<file path="config.mk">
export PLATFORM = sky130hd
export DESIGN_NAME = bcd7_digit_driver
export DESIGN_NICKNAME = d
export VERILOG_FILES = /design/src/rtl/bcd7_pkg.sv /design/src/rtl/bcd7_glyph_rom.sv /design/src/rtl/bcd7_mode_sel.sv /design/src/rtl/bcd7_digit_driver.sv
export SDC_FILE = /design/constraint.sdc
export NUM_CORES = 1
export LEC_CHECK = 0
export CORE_AREA = 2 2 39 41
export DETAILED_ROUTE_END_ITERATION = 7
export DIE_AREA = 0 0 41 43
export PLACE_DENSITY = 0.51
export SETUP_SLACK_MARGIN = 0.4
export SLEW_MARGIN = 20
export SYNTH_ARGS = -nofsm -noshare
export SYNTH_HDL_FRONTEND = slang
export SYNTH_HIERARCHICAL = 1
export SYNTH_SLANG_ARGS = --single-unit
</file>
<file path="constraint.sdc">
create_clock -name vclk -period 1.7
set_input_delay 0.17 -clock vclk [all_inputs]
set_output_delay 0.17 -clock vclk [all_outputs]
set_load 0.02 [all_outputs]
</file>
<file path="src/rtl/bcd7_pkg.sv">
package bcd7_pkg;

    localparam int DIGIT_W = 4;
    localparam int SEG_W   = 7;
    localparam int MAX_DEC = 9;

    localparam logic [SEG_W-1:0] SEG_ALL_OFF = {SEG_W{1'b1}};
    localparam logic [SEG_W-1:0] SEG_ALL_ON  = {SEG_W{1'b0}};

    typedef enum logic [1:0] {
        MODE_DARK,
        MODE_TEST,
        MODE_SUPPRESS,
        MODE_SHOW
    } disp_mode_e;

endpackage

</file>
<file path="src/rtl/bcd7_glyph_rom.sv">
module bcd7_glyph_rom
    import bcd7_pkg::*;
(
    input  logic [DIGIT_W-1:0] code_i,
    output logic [SEG_W-1:0]   glyph_n_o
);

    logic [SEG_W-1:0] lit;

    always_comb begin
        unique case (code_i)
            4'd0:    lit = 7'b0111111;
            4'd1:    lit = 7'b0000110;
            4'd2:    lit = 7'b1011011;
            4'd3:    lit = 7'b1001111;
            4'd4:    lit = 7'b1100110;
            4'd5:    lit = 7'b1101101;
            4'd6:    lit = 7'b1111101;
            4'd7:    lit = 7'b0000111;
            4'd8:    lit = 7'b1111111;
            4'd9:    lit = 7'b1101111;
            default: lit = 7'b0000000;
        endcase
    end

    // common-anode drive: a lit segment is pulled low
    assign glyph_n_o = ~lit;

endmodule

</file>
<file path="src/rtl/bcd7_mode_sel.sv">
module bcd7_mode_sel
    import bcd7_pkg::*;
(
    input  logic [DIGIT_W-1:0] code_i,
    input  logic               lamp_test_n_i,
    input  logic               dark_n_i,
    input  logic               zero_blank_in_n_i,
    output disp_mode_e         mode_o
);

    logic is_zero;

    assign is_zero = (code_i == '0);

    // priority: dark > lamp test > zero suppression > show
    always_comb begin
        if (!dark_n_i)
            mode_o = MODE_DARK;
        else if (!lamp_test_n_i)
            mode_o = MODE_TEST;
        else if (!zero_blank_in_n_i && is_zero)
            mode_o = MODE_SUPPRESS;
        else
            mode_o = MODE_SHOW;
    end

endmodule

</file>
<file path="src/rtl/bcd7_digit_driver.sv">
module bcd7_digit_driver
    import bcd7_pkg::*;
(
    input  logic [3:0] digit_i,
    input  logic       lamp_test_n_i,
    input  logic       dark_n_i,
    input  logic       zero_blank_in_n_i,
    output logic [6:0] seg_n_o,
    output logic       zero_blank_out_n_o
);

    disp_mode_e       mode;
    logic [SEG_W-1:0] glyph_n;

    bcd7_mode_sel u_mode_sel (
        .code_i            (digit_i),
        .lamp_test_n_i     (lamp_test_n_i),
        .dark_n_i          (dark_n_i),
        .zero_blank_in_n_i (zero_blank_in_n_i),
        .mode_o            (mode)
    );

    bcd7_glyph_rom u_glyph_rom (
        .code_i    (digit_i),
        .glyph_n_o (glyph_n)
    );

    always_comb begin
        unique case (mode)
            MODE_DARK: begin
                seg_n_o            = SEG_ALL_OFF;
                zero_blank_out_n_o = 1'b1;
            end
            MODE_TEST: begin
                seg_n_o            = SEG_ALL_ON;
                zero_blank_out_n_o = 1'b1;
            end
            MODE_SUPPRESS: begin
                seg_n_o            = SEG_ALL_OFF;
                zero_blank_out_n_o = 1'b0;
            end
            MODE_SHOW: begin
                seg_n_o            = glyph_n;
                zero_blank_out_n_o = 1'b1;
            end
            default: begin
                seg_n_o            = SEG_ALL_OFF;
                zero_blank_out_n_o = 1'b1;
            end
        endcase
    end

endmodule

</file>
==> results of run 1 <==
-- report_power, final --
| part | internal (uW) | total [uW] | leakage (uW) | switching, uW |
|---|---|---|---|---|
| Clock | 0 | 0 | 0 | 0 |
| Sequential | 0 | 0 | 0 | 0 |
| Combinational | 73.9 | 135 | 0.000269 | 61.1 |
-- placed cells by master, fill, tap and decap left out, types with 2 or more instances in the layout --
cell type,count
a21bo_2,7
a21oi_1,4
and2_1,2
buf_2,2
buf_4,7
buf_6,10
ha_1,5
inv_1,4
nand2_1,3
nand2b_1,2
nor2_1,2
o21ai_0,3
-- layout make-up --
cell class | instances | area share [%]
well taps | 16 | 3.87
inverters | 4 | 2.91
repair buffers | 22 | 40.0
multi-input cells | 34 | 53.3
-- worst max-delay path, cell delays in order --
cell and delay (ps):
buf_6 90, or4b_4 510, o31a_1 330, a21bo_2 230, buf_6 110
-- logic make-up after synthesis --
group	count (synthesis)	share of synthesized area, %
AOI/OAI and AO/OA	16	41.5
adders and majority gates	5	21.8
and+or+nand+nor	13	27.5
buffers and inverters	5	9.17
-- how the worst max path moves through the flow --
| stage | from | end | slack, ps | depth (start not counted) |
|---|---|---|---|---|
| floorplan | digit_i[1] | seg_n_o[0] | 320 | 3 |
| global placement | digit_i[1] | seg_n_o[1] | -710 | 5 |
| detailed placement | digit_i[1] | seg_n_o[1] | -720 | 5 |
| CTS | digit_i[1] | seg_n_o[5] | 30 | 5 |
| global route | zero_blank_in_n_i | seg_n_o[0] | 50 | 5 |
| finish | zero_blank_in_n_i | seg_n_o[4] | 100 | 5 |
-- per-layer routing --
| layer | track usage, % | vias up | wire (um) |
|---|---|---|---|
| li1 | - | 176 | - |
| met1 | 9.49 | 146 | 286 |
| met2 | 15.9 | 4 | 396 |
| met3 | 0 | 0 | 17 |
| met4 | 0 | 0 | 0 |
| met5 | 0 | - | 0 |
-- through the flow --
step	setup slack [ps]	TNS, ps	utilization [%]
2_1_floorplan	315	0	-
3_3_place_gp	-711	-5590	36.0
3_5_place_dp	-720	-5670	36.0
4_1_cts	33.3	0	36.0
5_1_grt	52.8	0	37.3
6_report	102	0	37.3
-- timing repair --
action                                  in CTS  in global routing
pin swaps                                    2                  2
hold endpoints to repair                     0                  0
setup buffers                                0                  0
hold buffers                                 0                  0
endpoints found under the setup margin       8                  8
resized for setup                           65                  4
==> results.txt, run 1 <==
Once the floorplan was initialized, standard cells occupied 20.7% of the core. The class of the tightest hold or removal check is input pin to output port. Setup repair after global routing could not meet its margin everywhere. The path with the worst hold slack has its endpoint at zero_blank_out_n_o. The sequential cell area in the final layout is 0 sq um.

The floorplan step defined a die boundary enclosing 1760 sq um. The cell depth of the worst hold path came out at 5. After floorplanning, the core was divided into 14 placement rows. STA classifies the critical path startpoint as an input pin. After legalization and detailed placement, the total HPWL measured 598 um.

After the first detailed-routing iteration, the DRC count stood at 0. The upper clock frequency limit came out at 0.626 GHz. Synthesis instantiated 17 different standard cells from the library. The per-instance average area after synthesis is 7.35 sq um. The setup path with the least slack is of type input pin to output port. The count of buffers added on input and output ports is 15. The horizontal die dimension came out at 41 um.

The cell area after placement is 498 sq um. Along the worst path, the maximum fanout reaches 8. The total overflow left after global routing is 0. The via count is 326. Sorting the synthesized cells by how often they occur yields 5 x ha_1, 4 x a21bo_2, 4 x a21oi_1, 4 x inv_1. The number of search-and-repair iterations in the first detailed-routing pass is 1.

The maximum resistive drop on vdd came out at 0.0708 mV. Dividing the detail-routed via count by the number of cells gives 4.29. The final instance count without filler cells came out at 76. In the final design database the tool counted 74 nets.

The final count of hold timing violations is 0. The final total power is 135 uW. The post-synthesis instance area came out at 287 sq um.

STA classifies the critical path endpoint as an output port. The run finished with clean final reports. The worst hold margin came out at 857 ps. The all-layer global routing usage is 8.09%. The number of design rule violations left after detail routing came out at 0. The final critical path time including I/O delays and setup is 1600 ps. The number of antenna violations at the first check in global routing is 0. ha_1 is the most common cell in the netlist.

The startpoint of the worst hold path is lamp_test_n_i. In the final routed layout, each cell accounts on average for 9.21 um. Summed over all layers, the routed wires come to 700 um. Summing all multi-input logic gate instances after layout gives 275 sq um. Power spread over the standard cell area amounts to 261 nW/um^2.

The number of nets with antenna violations after routing is 0. The post-layout instance area is 517 sq um. The endpoint arrival time on the critical path came out at 1430 ps. The largest total area in the synthesized netlist belongs to ha_1. The proportion of synthesized chip area in sequential cells is 0%.

The total nets after synthesis is 51. The I/O pin count is 15. Ranked by total cell area, the synthesized netlist is headed by ha_1 22%, a21bo_2 14%, a21bo_1 10%. The floorplan step defined a core boundary enclosing 1380 sq um.

The via count of the first global-routing pass was 292. The cell count after synthesis came out at 39. The maximum number of pins on one net before global-route repair came out at 11. The count of endpoints failing setup in the final report is 0. The total placed cells including tap cells is 76. The number of pins with negative max-slew slack in the final report is 0.

The area added between synthesis and finish came out at 80.3%. Clock buffers in the final layout number 0. Across the run, the number of max-cap violations was 0. The post-route clock period utilization came out at 94.0%. The worst slew slack as a fraction of its limit is 77.4%. The y dimension of the die came out at 43 um.

The warning count from the yosys run came out at 6. The standby leakage power came out at 0.000269 uW. The data required time at the worst endpoint came out at 1530 ps. The actual transition at the worst max-transition pin came out at 339 ps. The layout cell share with drive strength beyond 1 came out at 48.3%. Sequential cells placed in the final layout were counted as 0. The first-pass GRT wire length is 1.06 mm. The fill cell instance count of the final layout came out at 163.

The weighted congestion reported at the end of routability-driven placement came out at 0.771. 0 antenna diodes ended up in the layout. The fraction of post-synthesis cell area in the top cell type by area is 21.8%.
No activity file was read; power rests on OpenSTA's default activity.
==> run 2: changes to the inputs <==
--- a/config.mk
+++ b/config.mk
@@ -11,4 +11,5 @@
 export PLACE_DENSITY = 0.51
 export SETUP_SLACK_MARGIN = 0.4
+export SKIP_LAST_GASP = 1
 export SLEW_MARGIN = 20
 export SYNTH_ARGS = -nofsm -noshare
==> constraint.sdc (replaced) <==
create_clock -name vclk -period 2
set_input_delay 0.4 -clock vclk [all_inputs]
set_output_delay 0.4 -clock vclk [all_outputs]
set_load 0.02 [all_outputs]
==> run 2 against run 1 <==
Effect of this change: the flow now finishes with violations (negative setup slack); core utilization is 0.18 points lower; total power down 14%; largest power group unchanged; non-clock buffer count is the same.
==> results.txt, run 2 (synthesized netlist as in run 1, its figures left out) <==
The worst slew slack as a fraction of its limit was 77.1% (-0.31 points). The final count of hold timing violations is 0 (unchanged). The y dimension of the die came out at 43 um (unchanged).

The post-route core utilization is 37.2% (-0.18 points). The via count is 332 (+1.8%). The library cell used most frequently in the layout, excluding fill and tap cells, is buf_6.

The type of the setup path with the least slack is input pin to output port. The standby leakage power came out at 0.000258 uW (-3.8%). The number of design rule violations left after detail routing came out at 0 (unchanged). The area added between synthesis and finish is 79.5%. The run finished, with violations left. The post-DP HPWL came out at 608 um (+1.7%).

The count of endpoints failing setup in the final report was 8 (+8). The final instance count without filler cells came out at 76 (unchanged). The area inside the core boundary came out at 1380 sq um (unchanged).

The number of flip-flops and latches came out at 0 (unchanged). The tightest min-delay check is of the input pin to output port type. The via count of the first global-routing pass is 287 (-1.7%). The highest fanout seen on the critical path was 8 (unchanged). The summed negative setup slack over all endpoints came out at -481 ps (-481 ps). The startpoint kind of the worst setup timing path is an input pin. The post-route clock period utilization is 103%. The via count normalized by instance count came out at 4.37 (+1.8%). The weighted congestion reported at the end of routability-driven placement is 0.774 (+0.32%). The maximum resistive drop on vdd is 0.0691 mV (-2.3%). Based on the critical path, the design can be clocked at up to 0.484 GHz. The startpoint identified for the worst hold timing path is lamp_test_n_i.

The number of nets with antenna violations after routing came out at 0 (unchanged). The first-pass GRT wire length came out at 1.16 mm (+9.1%). The actual transition at the worst max-transition pin came out at 343 ps (+4.65 ps).

The horizontal die dimension came out at 41 um (unchanged). The total power density per cell area came out at 226 nW/um^2 (-14%). The number of DRC markers after the initial detailed-route iteration came to 4 (+4). The checks that failed: negative setup slack. Setup repair after global routing could not meet its margin everywhere. The antenna diode count is 0 (unchanged). The cell depth of the worst hold path came out at 5 (unchanged). The number of pins with negative max-slew slack in the final report came out at 0 (unchanged).

The total of max-cap violations came out at 0 (unchanged). The initial cell density of the core was 20.7% (unchanged). The final routed wire length divided by cell count is 9.66 um (+4.9%). The endpoint arrival time on the critical path is 1670 ps (+240 ps). The number of input and output port buffers inserted is 15 (unchanged). The maximum number of pins on one net before global-route repair was 11 (unchanged). The worst setup path is captured at an output port.

In the layout the commonest cells are 10 x buf_6, 7 x a21bo_2, 7 x buf_4, 5 x ha_1, 4 x a21oi_1. The number of setup buffers added after CTS came out at 0 (unchanged). The final total power is 116 uW (-14%). The number of standard-cell rows in the floorplan came out at 14 (unchanged). The number of antenna violations at the first check in global routing is 0 (unchanged). The worst hold margin came to 1320 ps (+464 ps). The final critical path time including I/O delays and setup is 2070 ps. The number of search-and-repair iterations in the first detailed-routing pass came out at 4 (+3). The all-layer global routing usage came out at 8.89% (+0.80 points). The worst hold path terminates at zero_blank_out_n_o.

The total placed cells including tap cells is 76 (unchanged). The net count reported at finish came to 74 (unchanged). The area enclosed by the die boundary is 1760 sq um (unchanged). The sequential cell area in the final layout came out at 0 sq um (unchanged). The layout cell share with drive strength beyond 1 is 50.0% (+1.7 points). The I/O pin count is 15 (unchanged).

The clock tree buffer count of the final layout is 0 (unchanged). The post-layout worst setup margin is -67.7 ps (-170 ps). The data required time at the worst endpoint is 1600 ps (+70 ps). The total congestion overflow came out at 0 (unchanged). The wire length reported by the detailed router came to 734 um (+4.9%).
run 2: cell count changes in the layout (fill, tap and decap cells not counted), sizes merged:
cell,before,now
clkdlybuf4s50,1,2
dlymetal6s2s,1,0
run 2: critical path, stage by stage:
cell and delay, ps:
buf_6 90, or4b_4 510, o31a_1 330, a21bo_2 230, buf_6 110
run 2: timing repair:
item	CTS	global route
pin swaps	2	2
resized for setup	65	4
hold buffers	0	0
setup endpoints to repair	8	8
run 2: worst max-delay path by stage:
| stage | cells past startpoint | from | endpoint | slack [ps] |
|---|---|---|---|---|
| 6_report | 5 | zero_blank_in_n_i | seg_n_o[4] | -70 |
| 5_1_grt | 5 | zero_blank_in_n_i | seg_n_o[4] | -130 |
| 4_1_cts | 5 | digit_i[1] | seg_n_o[4] | -130 |
| 3_5_place_dp | 5 | digit_i[1] | seg_n_o[3] | -880 |
| 3_3_place_gp | 5 | digit_i[1] | seg_n_o[1] | -870 |
| 2_1_floorplan | 3 | digit_i[1] | seg_n_o[0] | 160 |
run 2: through the flow:
step	cell area [sq um]	setup WS (ps)
final	514	-67.7
after global routing	514	-127
after CTS	498	-127
after detailed placement	498	-881
after global placement	498	-871
after floorplan	287	155
run 2: cell type report:
type                       instances  area (sq um)
timing repair buffer              22           204
fill                             154           870
multi-input combinational         34           275
inverter                           4          15.0
tap                               16          20.0
run 2: report_power, final:
part / internal [uW] / total, uW / switching [uW]
clock network: 0 / 0 / 0
registers: 0 / 0 / 0
logic: 63.2 / 116 / 52.9
run 2: per-layer routing:
layer	GRT usage, %	wire (um)
met1	11.7	324
met4	0	0
met3	0	16
met5	0	0
met2	16.3	393
==> run 3: changes to the inputs <==
Settings changed: PLACE_DENSITY 0.51 to 0.5, SYNTH_HIERARCHICAL 1 to default.
==> run 3 against run 2 <==
Effect of this change: the run now ends clean; non-clock buffer count increased by 8; final cell count increased by 3.9%; wire length up 5.2%; core utilization is 5.2 points higher; worst setup slack improved by 240 ps; critical path depth grew 3; critical endpoint unchanged.
==> results.txt, run 3 <==
The final total power is 133 uW (+15%). The number of antenna violations at the first check in global routing came out at 0 (unchanged). The final count of hold timing violations came to 0 (unchanged). Leaving out fill and tap cells, the most frequent cell in the layout is buf_4. The global-route track usage on met1 is 9.81% (-1.9 points).

The post-synthesis instance area came out at 270 sq um (-5.7%). The cell depth of the worst hold path came out at 4 (-1). The number of standard-cell rows in the floorplan is 14 (unchanged). The number of design rule violations left after detail routing came out at 0 (unchanged). The post-route core utilization is 42.4% (+5.2 points). The maximum number of pins on one net before global-route repair came out at 8 (-3). The first-pass GRT wire length is 1.16 mm (unchanged). The all-layer global routing usage came out at 8.89% (unchanged).

The via count of the first global-routing pass was 303 (+5.6%). The worst setup path is launched from an input pin. The warning count from the yosys run is 0 (-6). The initial cell density of the core came out at 19.5% (-1.2 points). The final critical path time including I/O delays and setup is 1820 ps (-245 ps). The count of endpoints failing setup in the final report is 0 (-8).

The area enclosed by the die boundary came out at 1760 sq um (unchanged). The final routed wire length divided by cell count came to 9.77 um (+1.2%). The weighted congestion reported at the end of routability-driven placement was 0.692 (-11%).

In the layout the commonest cells are 18 x buf_4, 5 x buf_6, 4 x inv_1, 4 x o21ai_1, 3 x ha_1. The met3 track demand over resource in global routing came out at 0% (unchanged). The number of DRC markers after the initial detailed-route iteration is 1 (-3). The total of hold buffers inserted after clock tree synthesis was 0 (unchanged). The antenna diode count is 0 (unchanged). The post-synthesis xor/xnor area fraction came to 0% (unchanged). The upper clock frequency limit was 0.549 GHz (+13%).

The fraction of post-synthesis cell area in the top cell type by area came out at 23.1% (+1.3 points). The adder-cell share of the synthesized area came out at 23.1% (+1.3 points). The total congestion overflow is 0 (unchanged). Setup repair after global routing could not meet its margin everywhere. The share of synthesized cell area in and, or, nand and nor gates came to 20.8% (-6.7 points).

The horizontal die dimension was 41 um (unchanged). The commonest cells after synthesis are 6 x inv_1, 5 x ha_1, 5 x o21ai_0, 3 x a211oi_1. The y dimension of the die came out at 43 um (unchanged).

The per-instance average area after synthesis is 7.72 sq um (+5.1%). The layout cell share with drive strength beyond 1 came out at 66.7% (+17 points). The I/O pin count came out at 15 (unchanged).

The via count normalized by instance count is 4.28 (-2.1%). The synthesized-area fraction occupied by ao, oa, aoi and oai cells is 39.4% (-2.1 points). The clock tree buffer count of the final layout came out at 0 (unchanged). met2 is the most crowded layer. The data required time at the worst endpoint came out at 1600 ps (about the same). The via count is 338 (+1.8%). The number of input and output port buffers inserted came out at 15 (unchanged). By area the synthesized netlist is led by ha_1 23%, o21ai_0 9.3%, nor4b_4 8.8%.

inv_1 is the most common cell in the netlist. The standby leakage power came to 0.000269 uW (+4.2%). The instance count of the mapped netlist came out at 35 (-10%). The endpoint arrival time on the critical path was 1420 ps (-250 ps). The most area-hungry cell type in the Yosys netlist is ha_1. The most critical setup path has its endpoint at seg_n_o[4].

The actual transition at the worst max-transition pin is 232 ps (-111 ps). The multiplexer area fraction after synthesis came out at 0% (unchanged). The number of distinct library cell variants in the gate-level netlist after synthesis came out at 18 (+1). The met2 track demand over resource in global routing came out at 18.1% (+1.9 points). The worst setup path is of the input pin to output port kind. The worst hold margin is 1140 ps (-181 ps).

The net count reported at finish is 77 (+4.1%). The total of max-cap violations is 0 (unchanged). The proportion of synthesized chip area in sequential cells was 0% (unchanged). The summed negative setup slack over all endpoints came to 0 ps (+481 ps). The total nets after synthesis was 47 (-7.8%). The number of flip-flops and latches is 0 (unchanged). The run finished with clean final reports. The highest fanout seen on the critical path came out at 5 (-3). The post-layout worst setup margin came out at 177 ps (+245 ps). The total power density per cell area is 227 nW/um^2 (+0.68%). The element type at the critical path end is an output port. The worst setup slack after placement came out at -611 ps (+270 ps). The post-DP HPWL is 579 um (-4.7%).

The start point of the critical path is digit_i[1]. The dominant combinational cell family by area after synthesis is compound AO/OA/AOI/OAI gates. The class of the tightest hold or removal check is input pin to output port. The area added between synthesis and finish came out at 117%.

The number of search-and-repair iterations in the first detailed-routing pass came to 2 (-2). The sequential cell area in the final layout is 0 sq um (unchanged). The worst slew slack as a fraction of its limit came to 84.5% (+7.4 points). The area inside the core boundary is 1380 sq um (unchanged). The post-route clock period utilization came out at 91.1% (-12 points). The number of nets with antenna violations after routing came out at 0 (unchanged). The wire length reported by the detailed router came to 772 um (+5.2%). The maximum resistive drop on vdd is 0.0666 mV (-3.7%).

The number of pins with negative max-slew slack in the final report came out at 0 (unchanged). The fill cell instance count of the final layout is 161 (+4.5%).
run 3: cell types whose count changed in the layout (fill, tap and decap cells not counted), moves of 3 or more:
cell	change
buf_6	-5
a21bo_2	-7
a21oi_1	-4
nand2_1	-3
buf_4	+11
o21ai_0	-3
o21ai_1	+3
run 3: power by group:
group / internal, uW / leakage [uW] / switching, uW
clock: 0 / 0 / 0
sequential: 0 / 0 / 0
combinational: 71.5 / 0.000269 / 61.9
run 3: area by class of cell:
class                      instances  area [sq um]  area share (%)
multi-input combinational         27           277            47.1
timing repair buffer              30           260            44.3
inverter                           6          30.0            5.12
tap                               16          20.0            3.41
run 3: worst max-delay path: stages:
cell      delay [ps]
buf_8            100
inv_4             50
ha_4             120
nor4b_4          210
a21boi_2         100
buf_4            160
a22oi_2          130
buf_6            140
run 3: kinds of logic (layout without fill, tap and decap cells):
| kind of cell | Yosys count | after routing |
|---|---|---|
| AOI/OAI and AO/OA | 15 | 15 |
| adders and majority gates | 5 | 5 |
| buffers and inverters | 8 | 36 |
| and+or+nand+nor | 7 | 7 |
run 3: how the worst min path moves through the flow:
stage,startpoint,end
3_3_place_gp,dark_n_i,seg_n_o[4]
2_1_floorplan,dark_n_i,seg_n_o[4]
6_report,zero_blank_in_n_i,zero_blank_out_n_o
3_5_place_dp,dark_n_i,seg_n_o[4]
4_1_cts,zero_blank_in_n_i,zero_blank_out_n_o
5_1_grt,zero_blank_in_n_i,zero_blank_out_n_o
run 3: routing by layer:
layer | wire [um] | vias to the layer above
li1 | - | 181
met1 | 318 | 146
met2 | 394 | 11
met3 | 59 | 0
met4 | 0 | 0
met5 | 0 | -
run 3: repair_timing:
item / CTS / global route
setup endpoints to repair: 8 / 8
resized for setup: 68 / 12
pin swaps: 8 / 7
buffers inserted: 6 / 0
run 3: metrics by stage:
stage               instances  cell area, sq um
floorplan                  35               283
global placement           73               498
detailed placement         73               498
CTS                        79               541
global route               79               587
finish                     79               587
